--- src/rtl/smc_seq_pkg.sv ---
package smc_seq_pkg;

  localparam int unsigned TCNT_W = 8;

  typedef logic [TCNT_W-1:0] tcnt_t;

  // Timing of one access, latched at acceptance
  typedef struct packed {
    tcnt_t cs_setup;
    tcnt_t cs_pulse;
    tcnt_t st_setup;
    tcnt_t st_pulse;
    tcnt_t last;      // index of final cycle
  } op_timing_t;

  // A length of zero is treated as a one-cycle access
  function automatic tcnt_t last_index(input tcnt_t len);
    return (len == '0) ? '0 : len - 1'b1;
  endfunction

endpackage

--- src/rtl/smc_strobe_window.sv ---
module smc_strobe_window
  import smc_seq_pkg::*;
(
  input  logic  en,
  input  tcnt_t cnt,
  input  tcnt_t setup,
  input  tcnt_t pulse,
  output logic  act
);

  logic [TCNT_W:0] ofs;

  always_comb begin
    ofs = {1'b0, cnt} - {1'b0, setup};
    act = en && (cnt >= setup) && (ofs < {1'b0, pulse});
  end

endmodule

--- src/rtl/smc_lane_strobes.sv ---
module smc_lane_strobes #(
  parameter int unsigned LANES = 2
) (
  input  logic             cs_act,
  input  logic             st_act,
  input  logic             is_write,
  input  logic             per_byte_write,
  input  logic [LANES-1:0] be,
  output logic [LANES-1:0] lane_act
);

  for (genvar i = 0; i < LANES; i++) begin : g_lane
    assign lane_act[i] = be[i] && (per_byte_write ? (is_write && st_act) : cs_act);
  end

endmodule

--- src/rtl/smc_strobe_seq.sv ---
module smc_strobe_seq
  import smc_seq_pkg::*;
#(
  parameter int unsigned ADDR_W    = 16,
  parameter int unsigned BUS_BYTES = 2
) (
  input  logic                   clk,
  input  logic                   rst_n,
  input  logic                   req_valid,
  output logic                   req_ready,
  input  logic                   req_write,
  input  logic [ADDR_W-1:0]      req_addr,
  input  logic [8*BUS_BYTES-1:0] req_wdata,
  input  logic [BUS_BYTES-1:0]   req_be,
  output logic                   rsp_done,
  output logic [8*BUS_BYTES-1:0] rsp_rdata,
  input  logic [TCNT_W-1:0]      t_rd_cs_setup,
  input  logic [TCNT_W-1:0]      t_rd_cs_width,
  input  logic [TCNT_W-1:0]      t_rd_strb_setup,
  input  logic [TCNT_W-1:0]      t_rd_strb_width,
  input  logic [TCNT_W-1:0]      t_rd_len,
  input  logic [TCNT_W-1:0]      t_wr_cs_setup,
  input  logic [TCNT_W-1:0]      t_wr_cs_width,
  input  logic [TCNT_W-1:0]      t_wr_strb_setup,
  input  logic [TCNT_W-1:0]      t_wr_strb_width,
  input  logic [TCNT_W-1:0]      t_wr_len,
  input  logic                   m_capture_on_strobe,
  input  logic                   m_launch_on_strobe,
  input  logic                   m_lane_per_byte_write,
  output logic [ADDR_W-1:0]      bus_addr,
  output logic [8*BUS_BYTES-1:0] bus_dout,
  output logic                   bus_doe,
  input  logic [8*BUS_BYTES-1:0] bus_din,
  output logic                   bus_cs_n,
  output logic                   bus_rd_n,
  output logic                   bus_we_n,
  output logic [BUS_BYTES-1:0]   bus_lane_n
);

  localparam int unsigned DATA_W = 8 * BUS_BYTES;

  // Reset: asserted asynchronously, released on a clock edge
  logic [1:0] rst_pipe_q;
  logic       rst_q_n;

  always_ff @(posedge clk or negedge rst_n) begin
    if (!rst_n) rst_pipe_q <= '0;
    else        rst_pipe_q <= {rst_pipe_q[0], 1'b1};
  end
  assign rst_q_n = rst_pipe_q[1];

  // Latched request and configuration
  logic [ADDR_W-1:0]    addr_q;
  logic [DATA_W-1:0]    wdata_q;
  logic [BUS_BYTES-1:0] be_q;
  logic                 wr_q, capm_q, launm_q, lanem_q;
  op_timing_t           tim_q, tim_sel, tim_n;

  // Sequencer state
  logic                 busy_q, busy_d;
  tcnt_t                cnt_q, cnt_d;
  logic                 accept;

  // Registered outputs
  logic                 cs_n_q, rd_n_q, we_n_q, doe_q, done_q;
  logic [BUS_BYTES-1:0] lane_n_q;
  logic [DATA_W-1:0]    rdata_q;

  // Next-state helpers
  logic                 wr_n, capm_n, launm_n, lanem_n;
  logic [BUS_BYTES-1:0] be_n;
  logic                 cs_act_d, st_act_d, rd_d, we_d, launch_d, doe_d, done_d;
  logic [BUS_BYTES-1:0] lane_act_d;
  logic                 cap_now, cap_nxt, capture;
  logic [DATA_W-1:0]    rdata_d;

  assign accept = req_valid && !busy_q;

  always_comb begin
    if (req_write) begin
      tim_sel.cs_setup = t_wr_cs_setup;
      tim_sel.cs_pulse = t_wr_cs_width;
      tim_sel.st_setup = t_wr_strb_setup;
      tim_sel.st_pulse = t_wr_strb_width;
      tim_sel.last     = last_index(t_wr_len);
    end else begin
      tim_sel.cs_setup = t_rd_cs_setup;
      tim_sel.cs_pulse = t_rd_cs_width;
      tim_sel.st_setup = t_rd_strb_setup;
      tim_sel.st_pulse = t_rd_strb_width;
      tim_sel.last     = last_index(t_rd_len);
    end
  end

  always_comb begin
    tim_n   = accept ? tim_sel               : tim_q;
    wr_n    = accept ? req_write             : wr_q;
    capm_n  = accept ? m_capture_on_strobe   : capm_q;
    launm_n = accept ? m_launch_on_strobe    : launm_q;
    lanem_n = accept ? m_lane_per_byte_write : lanem_q;
    be_n    = accept ? req_be                : be_q;
  end

  // Cycle counter
  always_comb begin
    busy_d = busy_q;
    cnt_d  = cnt_q;
    if (accept) begin
      busy_d = 1'b1;
      cnt_d  = '0;
    end else if (busy_q) begin
      if (cnt_q == tim_q.last) begin
        busy_d = 1'b0;
        cnt_d  = '0;
      end else begin
        cnt_d = cnt_q + 1'b1;
      end
    end
  end

  // Strobe windows evaluated for the next cycle
  smc_strobe_window u_cs_win (
    .en    (busy_d),
    .cnt   (cnt_d),
    .setup (tim_n.cs_setup),
    .pulse (tim_n.cs_pulse),
    .act   (cs_act_d)
  );

  smc_strobe_window u_st_win (
    .en    (busy_d),
    .cnt   (cnt_d),
    .setup (tim_n.st_setup),
    .pulse (tim_n.st_pulse),
    .act   (st_act_d)
  );

  smc_lane_strobes #(.LANES(BUS_BYTES)) u_lanes (
    .cs_act         (cs_act_d),
    .st_act         (st_act_d),
    .is_write       (wr_n),
    .per_byte_write (lanem_n),
    .be             (be_n),
    .lane_act       (lane_act_d)
  );

  always_comb begin
    rd_d     = st_act_d && !wr_n;
    we_d     = st_act_d && wr_n && !lanem_n;
    launch_d = launm_n ? st_act_d : cs_act_d;
    doe_d    = busy_d && wr_n && ((busy_q && doe_q) || launch_d);
    done_d   = busy_d && (cnt_d == tim_n.last);
    // Capture on the edge where the chosen strobe goes from asserted to released
    cap_now  = capm_q ? !rd_n_q : !cs_n_q;
    cap_nxt  = capm_n ? rd_d : cs_act_d;
    capture  = busy_q && !wr_q && cap_now && !cap_nxt;
    rdata_d  = capture ? bus_din : rdata_q;
  end

  // Payload registers, enabled on acceptance
  always_ff @(posedge clk or negedge rst_q_n) begin
    if (!rst_q_n) begin
      addr_q  <= '0;
      wdata_q <= '0;
      be_q    <= '0;
      wr_q    <= 1'b0;
      capm_q  <= 1'b0;
      launm_q <= 1'b0;
      lanem_q <= 1'b0;
      tim_q   <= '0;
    end else if (accept) begin
      addr_q  <= req_addr;
      wdata_q <= req_wdata;
      be_q    <= req_be;
      wr_q    <= req_write;
      capm_q  <= m_capture_on_strobe;
      launm_q <= m_launch_on_strobe;
      lanem_q <= m_lane_per_byte_write;
      tim_q   <= tim_sel;
    end
  end

  // Control and output registers
  always_ff @(posedge clk or negedge rst_q_n) begin
    if (!rst_q_n) begin
      busy_q   <= 1'b0;
      cnt_q    <= '0;
      cs_n_q   <= 1'b1;
      rd_n_q   <= 1'b1;
      we_n_q   <= 1'b1;
      lane_n_q <= '1;
      doe_q    <= 1'b0;
      done_q   <= 1'b0;
      rdata_q  <= '0;
    end else begin
      busy_q   <= busy_d;
      cnt_q    <= cnt_d;
      cs_n_q   <= !cs_act_d;
      rd_n_q   <= !rd_d;
      we_n_q   <= !we_d;
      lane_n_q <= ~lane_act_d;
      doe_q    <= doe_d;
      done_q   <= done_d;
      rdata_q  <= rdata_d;
    end
  end

  assign req_ready  = !busy_q;
  assign rsp_done   = done_q;
  assign rsp_rdata  = rdata_q;
  assign bus_addr   = addr_q;
  assign bus_dout   = wdata_q;
  assign bus_doe    = doe_q;
  assign bus_cs_n   = cs_n_q;
  assign bus_rd_n   = rd_n_q;
  assign bus_we_n   = we_n_q;
  assign bus_lane_n = lane_n_q;

  // Checks next to the sequencing logic
  assert_addr_hold_R9: assert property (@(posedge clk) disable iff (!rst_q_n)
    (busy_q && $past(busy_q)) |-> $stable(bus_addr));

  assert_done_single_R2: assert property (@(posedge clk) disable iff (!rst_q_n)
    rsp_done |=> !rsp_done);

  assert_done_ends_R2: assert property (@(posedge clk) disable iff (!rst_q_n)
    rsp_done |=> req_ready);

  assert_idle_quiet_R3: assert property (@(posedge clk) disable iff (!rst_q_n)
    !busy_q |-> (bus_cs_n && bus_rd_n && bus_we_n && (&bus_lane_n) && !bus_doe));

  assert_no_rd_we_overlap_R4: assert property (@(posedge clk) disable iff (!rst_q_n)
    !(!bus_rd_n && !bus_we_n));

  assert_doe_on_write_R6: assert property (@(posedge clk) disable iff (!rst_q_n)
    bus_doe |-> (busy_q && wr_q));

  assert_doe_holds_R6: assert property (@(posedge clk) disable iff (!rst_q_n)
    (bus_doe && !rsp_done) |=> bus_doe);

endmodule

--- config.mk ---
export PLATFORM = sky130hd
export DESIGN_NAME = smc_strobe_seq
export DESIGN_NICKNAME = d
export VERILOG_FILES = /design/src/rtl/smc_seq_pkg.sv /design/src/rtl/smc_strobe_window.sv /design/src/rtl/smc_lane_strobes.sv /design/src/rtl/smc_strobe_seq.sv
export SDC_FILE = /design/constraint.sdc
export NUM_CORES = 1
export LEC_CHECK = 0
export ABC_AREA = 1
export BUFFER_PORTS_ARGS = -buffer_cell sky130_fd_sc_hd__buf_4
export CORE_ASPECT_RATIO = 1.25
export CORE_MARGIN = 2
export CORE_UTILIZATION = 53
export DETAILED_ROUTE_END_ITERATION = 10
export PLACE_DENSITY = 0.91
export SLEW_MARGIN = 20
export SYNTH_ARGS = -nofsm -noshare
export SYNTH_HDL_FRONTEND = slang
export SYNTH_SLANG_ARGS = --single-unit
--- constraint.sdc ---
create_clock -name clk -period 4.8 [get_ports clk]
set_input_delay 0.96 -clock clk [delete_from_list [all_inputs] [get_ports clk]]
set_output_delay 0.96 -clock clk [all_outputs]
set_load 0.02 [all_outputs]
======== Yosys cells after proc, flatten, opt, wreduce, memory -nomap -nowiden ========
Cells that the tools add are included.
word-level totals
  register bits ........................... 112
  input port bits ......................... 137
  logic and storage cells ................. 83
cells by class
  $add $sub $neg .......................... 5
  order comparisons ....................... 4
  equal/unequal tests ..................... 2
  multiplexer cells ....................... 19
  bitwise operators ....................... 1
  reductions and logical operators ........ 30
operators by type and width
  operator                                                             count
  40-bit two-way mux                                                   2
  8-bit two-way mux                                                    5
  9-bit by 8-bit < comparator with 1-bit output                        2
  8-bit by 8-bit subtractor with 9-bit output                          2
  1-bit logical AND                                                    17
  8-bit equality test                                                  2
  8-bit greater-or-equal comparator                                    2
  8-bit logical NOT                                                    2
  8-bit by 1-bit subtractor with 8-bit output (second input constant)  2
  1-bit two-way mux                                                    11
  1-bit logical NOT                                                    10
  8-bit by 1-bit adder with 8-bit output (second input constant)       1
  2-bit two-way mux                                                    1
  2-bit NOT                                                            1
  1-bit logical OR                                                     1

======== Longest topological paths before layout ========
  depth after elaboration ................. 11
  mapped depth ............................ 31
  mapped depth without buffers ............ 30

======== By module ========
From an unflattened synthesis, not the netlist that was laid out.
unflattened totals
  cell total of the unflattened synthesis .. 867
  area total of the unflattened synthesis .. 6561.3 um2
by module, submodules not included
  module             times used  cells each  area each (um2)
  smc_strobe_seq     1           643         5307.6
  smc_strobe_window  2           107         608.1
  smc_lane_strobes   1           10          37.5

======== Worst setup path after synthesis ========
No wires, ideal clock.
  kind .................................... input to register
  start point ............................. input port req_valid
  end point ............................... register rdata_q[10] (netlist: rsp_rdata[10])
  library setup time ...................... 0.117 ns
  data arrival time ....................... 4.689 ns
  path slack .............................. -0.006 ns
  stages .................................. 26
  buffers on the path ..................... 5
  cells stage by stage .................... inv_1 nor2_4 inv_2 buf_4 clkbuf_1 clkbuf_1 buf_1 o211ai_1 ha_1 fa_1 inv_1 nand4_1 nand2_1 xnor2_1 ha_1 a21oi_1 o21ai_0 o21bai_1 nand2_1 a211oi_1 nand2_1 inv_1 nand4_4 buf_2 nand4_1 nand2_1
on the way
  longest elaborated chain between the ends .. 9
  elaborated cells on any way between the ends .. 21
ends and longest elaborated chain
  item                                                                                                     line                                              RTL
  start: declaration                                                                                       smc_strobe_seq.sv:9                               input logic req_valid,
  1-bit logical AND *                                                                                      smc_strobe_seq.sv:77                              assign accept = req_valid && !busy_q;
  8-bit two-way mux / 40-bit two-way mux (equally long branches)                                           -
  8-bit by 8-bit subtractor with 9-bit output / 8-bit greater-or-equal comparator (equally long branches)  smc_strobe_window.sv:14, smc_strobe_window.sv:15
  9-bit by 8-bit < comparator with 1-bit output / 1-bit logical AND (equally long branches)                smc_strobe_window.sv:15                           act = en && (cnt >= setup) && (ofs < {1'b0, pulse});
  1-bit logical AND                                                                                        smc_strobe_window.sv:15
  1-bit logical AND                                                                                        smc_strobe_seq.sv:148                             rd_d = st_act_d && !wr_n;
  1-bit two-way mux *                                                                                      smc_strobe_seq.sv:155                             cap_nxt = capm_n ? rd_d : cs_act_d;
  1-bit logical NOT *                                                                                      smc_strobe_seq.sv:156                             capture = busy_q && !wr_q && cap_now && !cap_nxt;
  1-bit logical AND *                                                                                      smc_strobe_seq.sv:156
  end signal: assignment                                                                                   smc_strobe_seq.sv:204                             rdata_q <= rdata_d;
  end: declaration                                                                                         smc_strobe_seq.sv:67                              logic [DATA_W-1:0] rdata_q;
Mark *: on every way between the ends. The rest lies on a longest branch, timed or not.
A chain may end at the register's enable or synchronous reset.

==> flow_summary.rst <==
.. list-table::
   :header-rows: 1

   * - Metric
     - Value
   * - Violation count after the first detailed-route iteration
     - 343
   * - Vias after detailed routing
     - 6,466
   * - Hold violation count in the final report
     - 0
   * - Total iterations of the first detailed-routing run
     - 5
   * - Root cell of the clock tree
     - clkbuf_16
   * - Global-route wire length before repair
     - 28,800 um
   * - Crit path kind
     - input port to flip-flop
   * - Startpoint type of the worst setup path
     - input port
   * - Quantity of hold-fixing buffers added after cts
     - 0
   * - Post-synth design cell area
     - 0.00677 mm2
   * - Share of synthesized flip-flops with an asynchronous set or reset
     - 100%
   * - RR Endpoint
     - rsp_rdata[12]
   * - Leakage power of the design
     - 4.84 nW
   * - Vias in the first global route
     - 6,257
   * - Yosys warnings
     - 0
   * - Final routed wirelength across all metal layers
     - 18,100 um
   * - Antenna violation net count after detailed routing
     - 0
   * - Setup slack of the most critical reg-to-reg path
     - 0.51 ns
   * - Worst hold path class
     - input port to async pin
   * - Pin count of the biggest net entering global routing
     - 67
   * - Flip-flop and latch area
     - 0.00281 mm2
   * - Final clock period utilization by the worst path
     - 91.1%
   * - Aggregate global routing overflow
     - 0
   * - Number of DRC violations after detailed routing
     - 0
   * - Area of the multi-input gates
     - 0.00328 mm2
   * - Post-synth cell types
     - 50
   * - #FFs+latches synth
     - 112
   * - Worst path required time
     - 5.09 ns
   * - Die Span Y
     - 130 um
   * - Unrepaired setup endpoints after global routing
     - false
   * - Slew margin rel.
     - 42.1%
   * - Min Tclk post-route
     - 4.37 ns
   * - Max_cap viols
     - 0
   * - Die extent in x
     - 105 um
   * - Per-cell routed wire length
     - 14.3 um
   * - Port-buffer cells
     - 192
   * - TritonCTS Sinks
     - 112
   * - Startpoint of the lowest-slack register-to-register path
     - busy_q
   * - Dominant cell type by count on the critical path
     - nand2_1
   * - Vias per cell
     - 5.12
   * - Sequential share of the synthesized area
     - 41.5%
   * - Ordered list of cells on the worst path
     - buf_4, inv_2, nor2_1, o21ai_0, ha_1, fa_1, inv_1, a21oi_1, o21bai_2, xor2_1, inv_1, ha_1, a21oi_1, o21a_1, nand2_1, nand3_1, nand2_1, nand2_1, nand2_1, a21oi_2, nand3_4, nand3_4, nand2_1, nand2_1
   * - Count of inserted antenna diode cells
     - 0
   * - Starting density of the core
     - 53.7%
   * - Placed instance area
     - 0.00838 mm2
   * - TritonCTS clock tree
     - yes
   * - Post-detail-place hpwl
     - 14,300 um
   * - Number of fill cells in the layout
     - 1,034
   * - Destination of the critical timing path
     - rsp_rdata[12]
   * - Dominant synthesized flop cell
     - dfrtp_1
   * - Longest individual stage delay on the worst path
     - 0.36 ns
   * - Global-route usage over all layers
     - 26.1%
   * - Summed area of non-filler cells in the final layout
     - 0.00869 mm2
   * - Gates resized, CTS repair
     - 0
   * - Maximum clock frequency
     - 229 MHz
   * - Sort of element at the end of the critical path
     - flip-flop
   * - Standard cell with the maximum stage delay on the critical path
     - fa_1
   * - Number of buffer and inverter stages on the critical path
     - 4
   * - Area added between synthesis and finish
     - 28.3%
   * - Post-CTS Setup Bufs
     - 0
   * - Largest fanout on the critical path
     - 23
   * - Worst-case clock skew
     - 0.0150 ns
   * - Layout cell share with drive strength beyond 1
     - 24.9%
   * - Pwr per Cell Area
     - 689 mW/mm2
   * - Status
     - completed
   * - Worst-Margin Slew
     - 0.869 ns
   * - Clk slew on worst S/H paths
     - 0.09 ns
   * - Core region area
     - 0.0126 mm2
   * - Arrival time of data at the critical path endpoint
     - 4.66 ns
   * - Crit-path leading delay family
     - simple AND/OR/NAND/NOR gates
   * - Length in cells of the worst reg-to-reg path
     - 24
   * - CP Launch Point
     - req_write
   * - Total die area
     - 0.0137 mm2
   * - Setup TNS after final layout
     - 0 ns
   * - Number of pins exceeding their max-slew limit in the final report
     - 0
   * - Number of clock buffers inserted by TritonCTS
     - 9
   * - IO Count
     - 193
   * - Clock H-tree levels
     - 3
   * - Routability cong.
     - 0.936
   * - Row count
     - 46
   * - Net count reported at finish
     - 1,260
   * - Antenna violations before repair
     - 0
   * - Path length in cells of the critical path
     - 24
   * - Net count after synthesis
     - 1,073
   * - Maximum clock insertion buffer count
     - 2
   * - Peak supply drop
     - 0.556 mV
   * - Number of flops mapped to enable cells by yosys
     - 0
   * - Post-Syn Area per Cell
     - 7.51 um2
   * - Insertion delay of the later-clocked pin in the worst-skew pair
     - 0.36 ns
   * - Total of endpoints with negative setup slack in the final report
     - 0
   * - Number of instances in the synthesized netlist
     - 902
-- synthesized netlist by cell type (all sizes together) (2+ instances only) --
| master | n | share of area, % |
|---|---|---|
| fa | 2 | 0.59 |
| a21oi | 21 | 1.6 |
| buf | 13 | 1.4 |
| o21ai | 74 | 5.7 |
| o21a | 4 | 0.44 |
| xnor2 | 8 | 1.0 |
| dfstp | 5 | 1.9 |
| inv | 140 | 7.8 |
| ha | 32 | 5.9 |
| o22ai | 4 | 0.37 |
| nand3 | 36 | 3.4 |
| a211oi | 2 | 0.22 |
| or2 | 5 | 0.46 |
| nand3b | 2 | 0.22 |
| nor3 | 3 | 0.37 |
| xor2 | 18 | 2.3 |
| o21bai | 4 | 0.50 |
| a31oi | 4 | 0.37 |
| nand4 | 26 | 2.6 |
| clkbuf | 17 | 0.94 |
| nor2 | 92 | 5.4 |
| o211ai | 4 | 0.44 |
| nand2 | 270 | 15 |
| dfrtp | 107 | 40 |
-- logic make-up (layout without fill, tap and decap cells) --
family | count (synthesis) | in the layout | synth area share [%]
simple gates | 436 | 436 | 28.1
other cells | 1 | 1 | 0.0554
xor+xnor | 26 | 26 | 3.36
compound gates | 123 | 123 | 10.5
flops | 112 | 112 | 41.5
fa+ha+maj | 34 | 34 | 6.50
buf+inv | 170 | 362 | 10.1
-- sequential cells by signal (all words and copies together) (netlist names), 2 cells and up --
| signal | flops |
|---|---|
| rsp_rdata | 16 |
| be_q | 2 |
| tim_q | 40 |
| bus_lane_n | 2 |
| bus_dout | 16 |
| cnt_q | 8 |
| bus_addr | 16 |
| rst_pipe_q | 2 |
-- report_power, final --
group	internal (mW)	switching (mW)	total, mW
Combinational	1.43	2.17	3.60
Clock	0.380	0.394	0.774
Sequential	1.37	0.236	1.61
Total	3.18	2.80	5.99
-- how the worst min path moves through the flow --
stage	from	depth (start not counted)	endpoint
4_1_cts	rst_n	1	rst_pipe_q[1]
5_1_grt	rst_n	1	rst_pipe_q[1]
3_3_place_gp	rst_pipe_q[0]	0	rst_pipe_q[1]
6_report	rst_n	1	rst_pipe_q[1]
3_5_place_dp	rst_pipe_q[0]	0	rst_pipe_q[1]
2_1_floorplan	rst_pipe_q[0]	0	rst_pipe_q[1]
-- cell usage in the layout, fill, tap and decap left out, types with 20 or more instances in the layout --
cell type and instances:
a21oi_1 20, buf_4 206, dfrtp_1 106, ha_1 32, inv_1 132, nand2_1 262, nand3_1 31, nand4_1 25
nor2_1 86, o21ai_0 66
-- area by class of cell --
class | instances | share of cell area, %
Multi-Input combinational cell | 620 | 37.8
Sequential cell | 112 | 32.4
Inverter | 140 | 6.05
Clock buffer | 9 | 2.59
Tap cell | 168 | 2.42
Clock inverter | 7 | 1.02
Timing Repair Buffer | 206 | 17.8
-- metrics by stage --
stage / setup WS, ns / hold slack [ns] / instances / utilization, % / power, mW
detailed placement: 0.123 / 0.340 / 1246 / 66.5 / 5.19
global route: 0.00290 / 0.356 / 1262 / 69.0 / 6.57
finish: 0.426 / 0.365 / 1262 / 69.0 / 5.99
floorplan: 0.0547 / 0.331 / 902 / - / 4.15
CTS: 0.466 / 0.357 / 1262 / 69.0 / 5.98
global placement: 0.251 / 0.335 / 1246 / 66.5 / 5.09
-- per-layer routing --
| layer | share of wire, % | vias up | track usage, % |
|---|---|---|---|
| met5 | 0 | - | 0 |
| met4 | 3.7 | 0 | 13.0 |
| met1 | 41 | 2980 | 30.8 |
| li1 | - | 3231 | - |
| met2 | 51 | 198 | 47.4 |
| met3 | 4.0 | 57 | 3.08 |
No activity file was read; power rests on OpenSTA's default activity.
